[src/rtl/i2cc_pkg.sv]
package i2cc_pkg;
  // Synchronized line sample pair
  typedef struct packed {
    logic scl;
    logic sda;
  } i2cc_lines_t;

  localparam int LINES_W = 2;

  // SDA falling while SCL is held high across both samples
  function automatic logic fn_is_start(i2cc_lines_t prv, i2cc_lines_t cur);
    return prv.scl & cur.scl & prv.sda & ~cur.sda;
  endfunction

  // SDA rising while SCL is held high, gated by the low-seen qualifier
  function automatic logic fn_is_stop(i2cc_lines_t prv, i2cc_lines_t cur, logic low_seen);
    return prv.scl & cur.scl & ~prv.sda & cur.sda & low_seen;
  endfunction

  function automatic logic fn_irq_fire(logic st, logic sp, logic st_en, logic sp_en, logic auto_m);
    return (st & (st_en | auto_m)) | (sp & (sp_en | auto_m));
  endfunction
endpackage

[src/rtl/i2cc_sync.sv]
module i2cc_sync #(
  parameter int W = 2,
  parameter int STAGES = 2,
  parameter logic [W-1:0] RST_VAL = '1
) (
  input  logic         clk,
  input  logic         rst_n,
  input  logic [W-1:0] d,
  output logic [W-1:0] q
);
  logic [W-1:0] stg [STAGES];

  generate
    for (genvar s = 0; s < STAGES; s++) begin : g_stage
      if (s == 0) begin : g_first
        always_ff @(posedge clk or negedge rst_n)
          if (!rst_n) stg[s] <= RST_VAL;
          else        stg[s] <= d;
      end else begin : g_next
        always_ff @(posedge clk or negedge rst_n)
          if (!rst_n) stg[s] <= RST_VAL;
          else        stg[s] <= stg[s-1];
      end
    end
  endgenerate

  assign q = stg[STAGES-1];
endmodule

[src/rtl/i2cc_cond.sv]
module i2cc_cond
  import i2cc_pkg::*;
(
  input  logic        clk,
  input  logic        rst_n,
  input  i2cc_lines_t cur,
  output logic        start_p,
  output logic        restart_p,
  output logic        stop_p,
  output logic        busy
);
  i2cc_lines_t prv;
  logic        low_seen;

  always_ff @(posedge clk or negedge rst_n)
    if (!rst_n) prv <= '{scl: 1'b1, sda: 1'b1};
    else        prv <= cur;

  assign start_p   = fn_is_start(prv, cur);
  assign stop_p    = fn_is_stop(prv, cur, low_seen);
  assign restart_p = start_p & busy;

  // Tracks whether SCL has been low since the last framing event
  always_ff @(posedge clk or negedge rst_n)
    if (!rst_n)               low_seen <= 1'b0;
    else if (start_p | stop_p) low_seen <= 1'b0;
    else if (!cur.scl)         low_seen <= 1'b1;

  always_ff @(posedge clk or negedge rst_n)
    if (!rst_n)       busy <= 1'b0;
    else if (start_p) busy <= 1'b1;
    else if (stop_p)  busy <= 1'b0;

  p_excl_r1: assert property (@(posedge clk) disable iff (!rst_n) !(start_p && stop_p));
  p_stop_qual_r3: assert property (@(posedge clk) disable iff (!rst_n) stop_p |-> low_seen);
  p_restart_busy_r4: assert property (@(posedge clk) disable iff (!rst_n) restart_p |-> (start_p && busy));
  p_busy_set_r5: assert property (@(posedge clk) disable iff (!rst_n) start_p |=> busy);
  p_busy_clr_r5: assert property (@(posedge clk) disable iff (!rst_n) stop_p |=> !busy);
  p_both_move_r9: assert property (@(posedge clk) disable iff (!rst_n)
                    ((prv.scl != cur.scl) && (prv.sda != cur.sda)) |-> !(start_p || stop_p));
endmodule

[src/rtl/i2cc_irq.sv]
module i2cc_irq
  import i2cc_pkg::*;
(
  input  logic clk,
  input  logic rst_n,
  input  logic start_p,
  input  logic stop_p,
  input  logic start_ie,
  input  logic stop_ie,
  input  logic auto_m,
  input  logic clr,
  output logic irq
);
  logic fire;
  assign fire = fn_irq_fire(start_p, stop_p, start_ie, stop_ie, auto_m);

  always_ff @(posedge clk or negedge rst_n)
    if (!rst_n)    irq <= 1'b0;
    else if (fire) irq <= 1'b1;
    else if (clr)  irq <= 1'b0;

  p_irq_hold_r7: assert property (@(posedge clk) disable iff (!rst_n) (irq && !clr) |=> irq);
  p_irq_cause_r6: assert property (@(posedge clk) disable iff (!rst_n) $rose(irq) |-> $past(start_p || stop_p));
  p_auto_r6: assert property (@(posedge clk) disable iff (!rst_n) (auto_m && (start_p || stop_p)) |=> irq);
endmodule

[src/rtl/i2cc_bus_watch.sv]
module i2cc_bus_watch
  import i2cc_pkg::*;
#(
  parameter int SYNC_STAGES = 2
) (
  input  logic clk,
  input  logic rst_n,
  input  logic scl_raw,
  input  logic sda_raw,
  input  logic start_ie,
  input  logic stop_ie,
  input  logic auto_irq_mode,
  input  logic irq_clr,
  output logic start_p,
  output logic restart_p,
  output logic stop_p,
  output logic bus_busy,
  output logic irq
);
  logic [LINES_W-1:0] raw_w, sync_w;
  i2cc_lines_t        lines_s;

  assign raw_w   = {scl_raw, sda_raw};
  assign lines_s = i2cc_lines_t'(sync_w);

  i2cc_sync #(.W(LINES_W), .STAGES(SYNC_STAGES), .RST_VAL('1)) u_sync (
    .clk(clk), .rst_n(rst_n), .d(raw_w), .q(sync_w)
  );

  i2cc_cond u_cond (
    .clk(clk), .rst_n(rst_n), .cur(lines_s),
    .start_p(start_p), .restart_p(restart_p), .stop_p(stop_p), .busy(bus_busy)
  );

  i2cc_irq u_irq (
    .clk(clk), .rst_n(rst_n), .start_p(start_p), .stop_p(stop_p),
    .start_ie(start_ie), .stop_ie(stop_ie), .auto_m(auto_irq_mode),
    .clr(irq_clr), .irq(irq)
  );

  p_rst_idle_r8: assert property (@(posedge clk) $rose(rst_n) |-> (!bus_busy && !irq));
endmodule

[config.mk]
export PLATFORM = sky130hd
export DESIGN_NAME = i2cc_bus_watch
export DESIGN_NICKNAME = d
export VERILOG_FILES = /design/src/rtl/i2cc_pkg.sv /design/src/rtl/i2cc_sync.sv /design/src/rtl/i2cc_cond.sv /design/src/rtl/i2cc_irq.sv /design/src/rtl/i2cc_bus_watch.sv
export SDC_FILE = /design/constraint.sdc
export NUM_CORES = 1
export LEC_CHECK = 0
export ABC_AREA = 1
export BUFFER_PORTS_ARGS = -buffer_cell sky130_fd_sc_hd__buf_4
export CORE_AREA = 2 2 39 41
export CTS_BUF_LIST = sky130_fd_sc_hd__clkbuf_2
export DETAILED_ROUTE_END_ITERATION = 7
export DIE_AREA = 0 0 41 43
export GPL_TIMING_DRIVEN = 0
export PLACE_DENSITY = 0.49
export SYNTH_ARGS = -nofsm -noshare
export SYNTH_HDL_FRONTEND = slang
export SYNTH_SLANG_ARGS = --single-unit
export TNS_END_PERCENT = 10
[constraint.sdc]
create_clock -name clk -period 1.1 [get_ports clk]
set_input_delay 0.055 -clock clk [delete_from_list [all_inputs] [get_ports clk]]
set_output_delay 0.055 -clock clk [all_outputs]
set_load 0.03 [all_outputs]
==> impl_metrics.tcl <==
set metrics [dict create \
    status "finished, violations left" \
    violations "negative setup slack" \
    clock_sinks 9 \
    yosysTopAreaCell "dfstp_2" \
    finalWirelength_um 572 \
    timing_hold_violations_final 0 \
    grt_pass1_wl_um 828 \
    clock_path_buffers 2 \
    postSynthCellCount 38 \
    rsz0062_at_grt "true" \
    fmax_ghz 0.797 \
    drive_gt1_frac 0.583 \
    worstPathArrival_ps 1200 \
    cp-startpoint "u_sync.q[1]" \
    min_period_ps 1250 \
    timing.final.crit_share 1.14 \
    post-route-util 0.408 \
    fin_nets 69 \
    cp_slowest_cell "dfstp_2" \
    fin_tns_setup_ps -417 \
    die_area_mm2 0.00176 \
    first_pass_iters 1 \
    path_max_fanout 3 \
    grt_pass1_vias 230 \
    io_pins 13 \
    die_y_um 43 \
    cp-endpoint "restart_p" \
    final_area_um2 564 \
    max_stage_delay_ps 540 \
    core_mm2 0.00138 \
    synth_async_sr_flop_share 1.00 \
    cts_buffers 3 \
    critical_path.endpoint_type "output port" \
    routabilityCongestion 0.596 \
    powerDensity_mw_per_mm2 1260 \
    fin_ws_ps -154 \
    gr-total-overflow 0 \
    r2r-end "u_cond.low_seen" \
    via_count 281 \
    tightest_slew_ps 117 \
    num_rows 14 \
    synth-edff-count 0 \
    ys.flop_type "dfstp_2" \
    required_ps 1040 \
    syn_nets 46 \
    via_per_inst 3.70 \
    wire_per_inst_um 7.53 \
    track_usage 0.0766 \
    r2r-start "u_sync.q[1]" \
    clk_latency_ps 230 \
    portBuffers 12 \
    yosysMostFrequentCell "inv_1" \
    synth_common_cells "inv_1 (9), nand2_1 (8), dfstp_2 (6)" \
    ys_warn_count 0 \
    fin_skew_ps 1.20 \
    seq_area_frac_synth 0.641 \
    htreeDepth 1 \
    cp_common_cell "nand2_2" \
    synth.area.top_cells "dfstp_2 (43%), dfrtp_1 (21%), inv_1 (9.3%), nand2_1 (8.3%), nand2_2 (5.2%)" \
    crit_chain "nand2_2 -> inv_2 -> nand2_2 -> nor2_2 -> buf_6" \
    clk_pin_slew_worst_paths_ps 80 \
    dpl.hpwl_um 422 \
    drtIter0Drc 0 \
    setup_viol 3 \
    post-route-drc-count 0 \
    cts_tree "done" \
    slew_viol_final 0 \
    relSlewSlack 0.922 \
    place_area_um2 475 \
    antenna_found_initial 0 \
    peakVddDrop_mv 0.511 \
    cap_violations 0 \
    r2r_cells 6 \
    regToRegSetupSlack_ps 30 \
    num_antenna_cells 0 \
    syn_avg_cell_area_um2 9.55 \
    antenna_left 0 \
    die_w_um 41 \
    ctsRootBufferMaster "clkbuf_2" \
    synth_area_um2 363 \
    crit_path_start_kind "flop" \
    min_path_type "in -> reg" \
    floorplan.initialDensity 0.262 \
    crit_type "reg -> out" \
    grt_max_degree 10 \
    synth.top_cell.area_share 0.434 \
    leakagePower_nw 0.315 \
    synth-seq-cells 9 \
    yosysUniqueCellTypes 10 \
    areaGrowthSynthToFinish_pct 55.5 \
]
[power by group]
part / leakage (nW) / switching [W] / internal [W]
clock: 0.0166 / 0.000102 / 0.0000967
combinational: 0.200 / 0.0000709 / 0.0000626
sequential: 0.0982 / 0.0000147 / 0.000365
total: 0.315 / 0.000188 / 0.000524
[worst min path at each step]
stage	startpoint	endpoint	slack, ps	cells after the start
floorplan	rst_n	u_cond.busy	-240	0
global placement	rst_n	u_cond.low_seen	-120	1
detailed placement	rst_n	u_cond.low_seen	-120	1
CTS	irq_clr	u_irq.irq	60	4
global route	irq_clr	u_irq.irq	100	4
finish	irq_clr	u_irq.irq	80	4
[per-stage QoR]
step / power, W / std cells / setup WS, ps / hold WS, ps
after floorplan: 0.000448 / 38 / 51.4 / -241
after global placement: 0.000500 / 66 / 56.3 / -119
after detailed placement: 0.000502 / 66 / 46.5 / -117
after CTS: 0.000731 / 76 / -183 / 63.4
after global routing: 0.000758 / 76 / -237 / 95.9
final: 0.000712 / 76 / -154 / 80.3
[cell type report]
| class | instances | area [um^2] |
|---|---|---|
| clock buffers | 4 | 20.0 |
| multi-input cells | 18 | 96.3 |
| inverters | 11 | 41.3 |
| flip-flops and latches | 9 | 233 |
| fillers | 148 | 820 |
| well taps | 16 | 20.0 |
| repair buffers | 18 | 154 |
[worst max-delay path: cells and delay by family, from the launching register on]
family	cells	cell delay [ps]
simple gates	3	220
buf+inv	2	200
flops	1	540
[cell families after synthesis]
kind of cell | count (synthesis) | share of synthesized area
AND/OR/NAND/NOR | 18 | 0.245
flip-flops | 9 | 0.641
buffers and inverters | 11 | 0.114
[state kept, by name (all words and copies together), names as in the netlist]
name,flops
u_cond.prv,2
u_irq.irq,1
u_sync.q,2
u_cond.low_seen,1
u_cond.busy,1
u_sync.stg,2
[what timing repair did]
action | in CTS | in global routing
pin swaps | 1 | 0
hold buffers | 3 | 0
setup buffers | 3 | 0
setup endpoints to repair | 3 | 4
endpoints found under the hold margin | 11 | 0
resized for setup | 5 | 1
[routing by layer]
layer	up-vias	global-route usage	share of wire
met3	0	0.0314	0.063
met1	123	0.0884	0.41
met2	9	0.0969	0.53
met5	-	0	0
li1	149	-	-
met4	0	0.0800	0
[cell usage in the layout (no fill, tap or decap)]
master	count
dfstp_2	6
inv_1	7
nor2_1	1
nand2_2	3
buf_6	3
nand2_1	8
nor2_4	2
clkbuf_2	4
nor2_2	1
nand3_1	3
buf_4	12
inv_2	4
dlygate4sd3_1	3
dfrtp_1	3
Power figures use the tool's default switching activity.
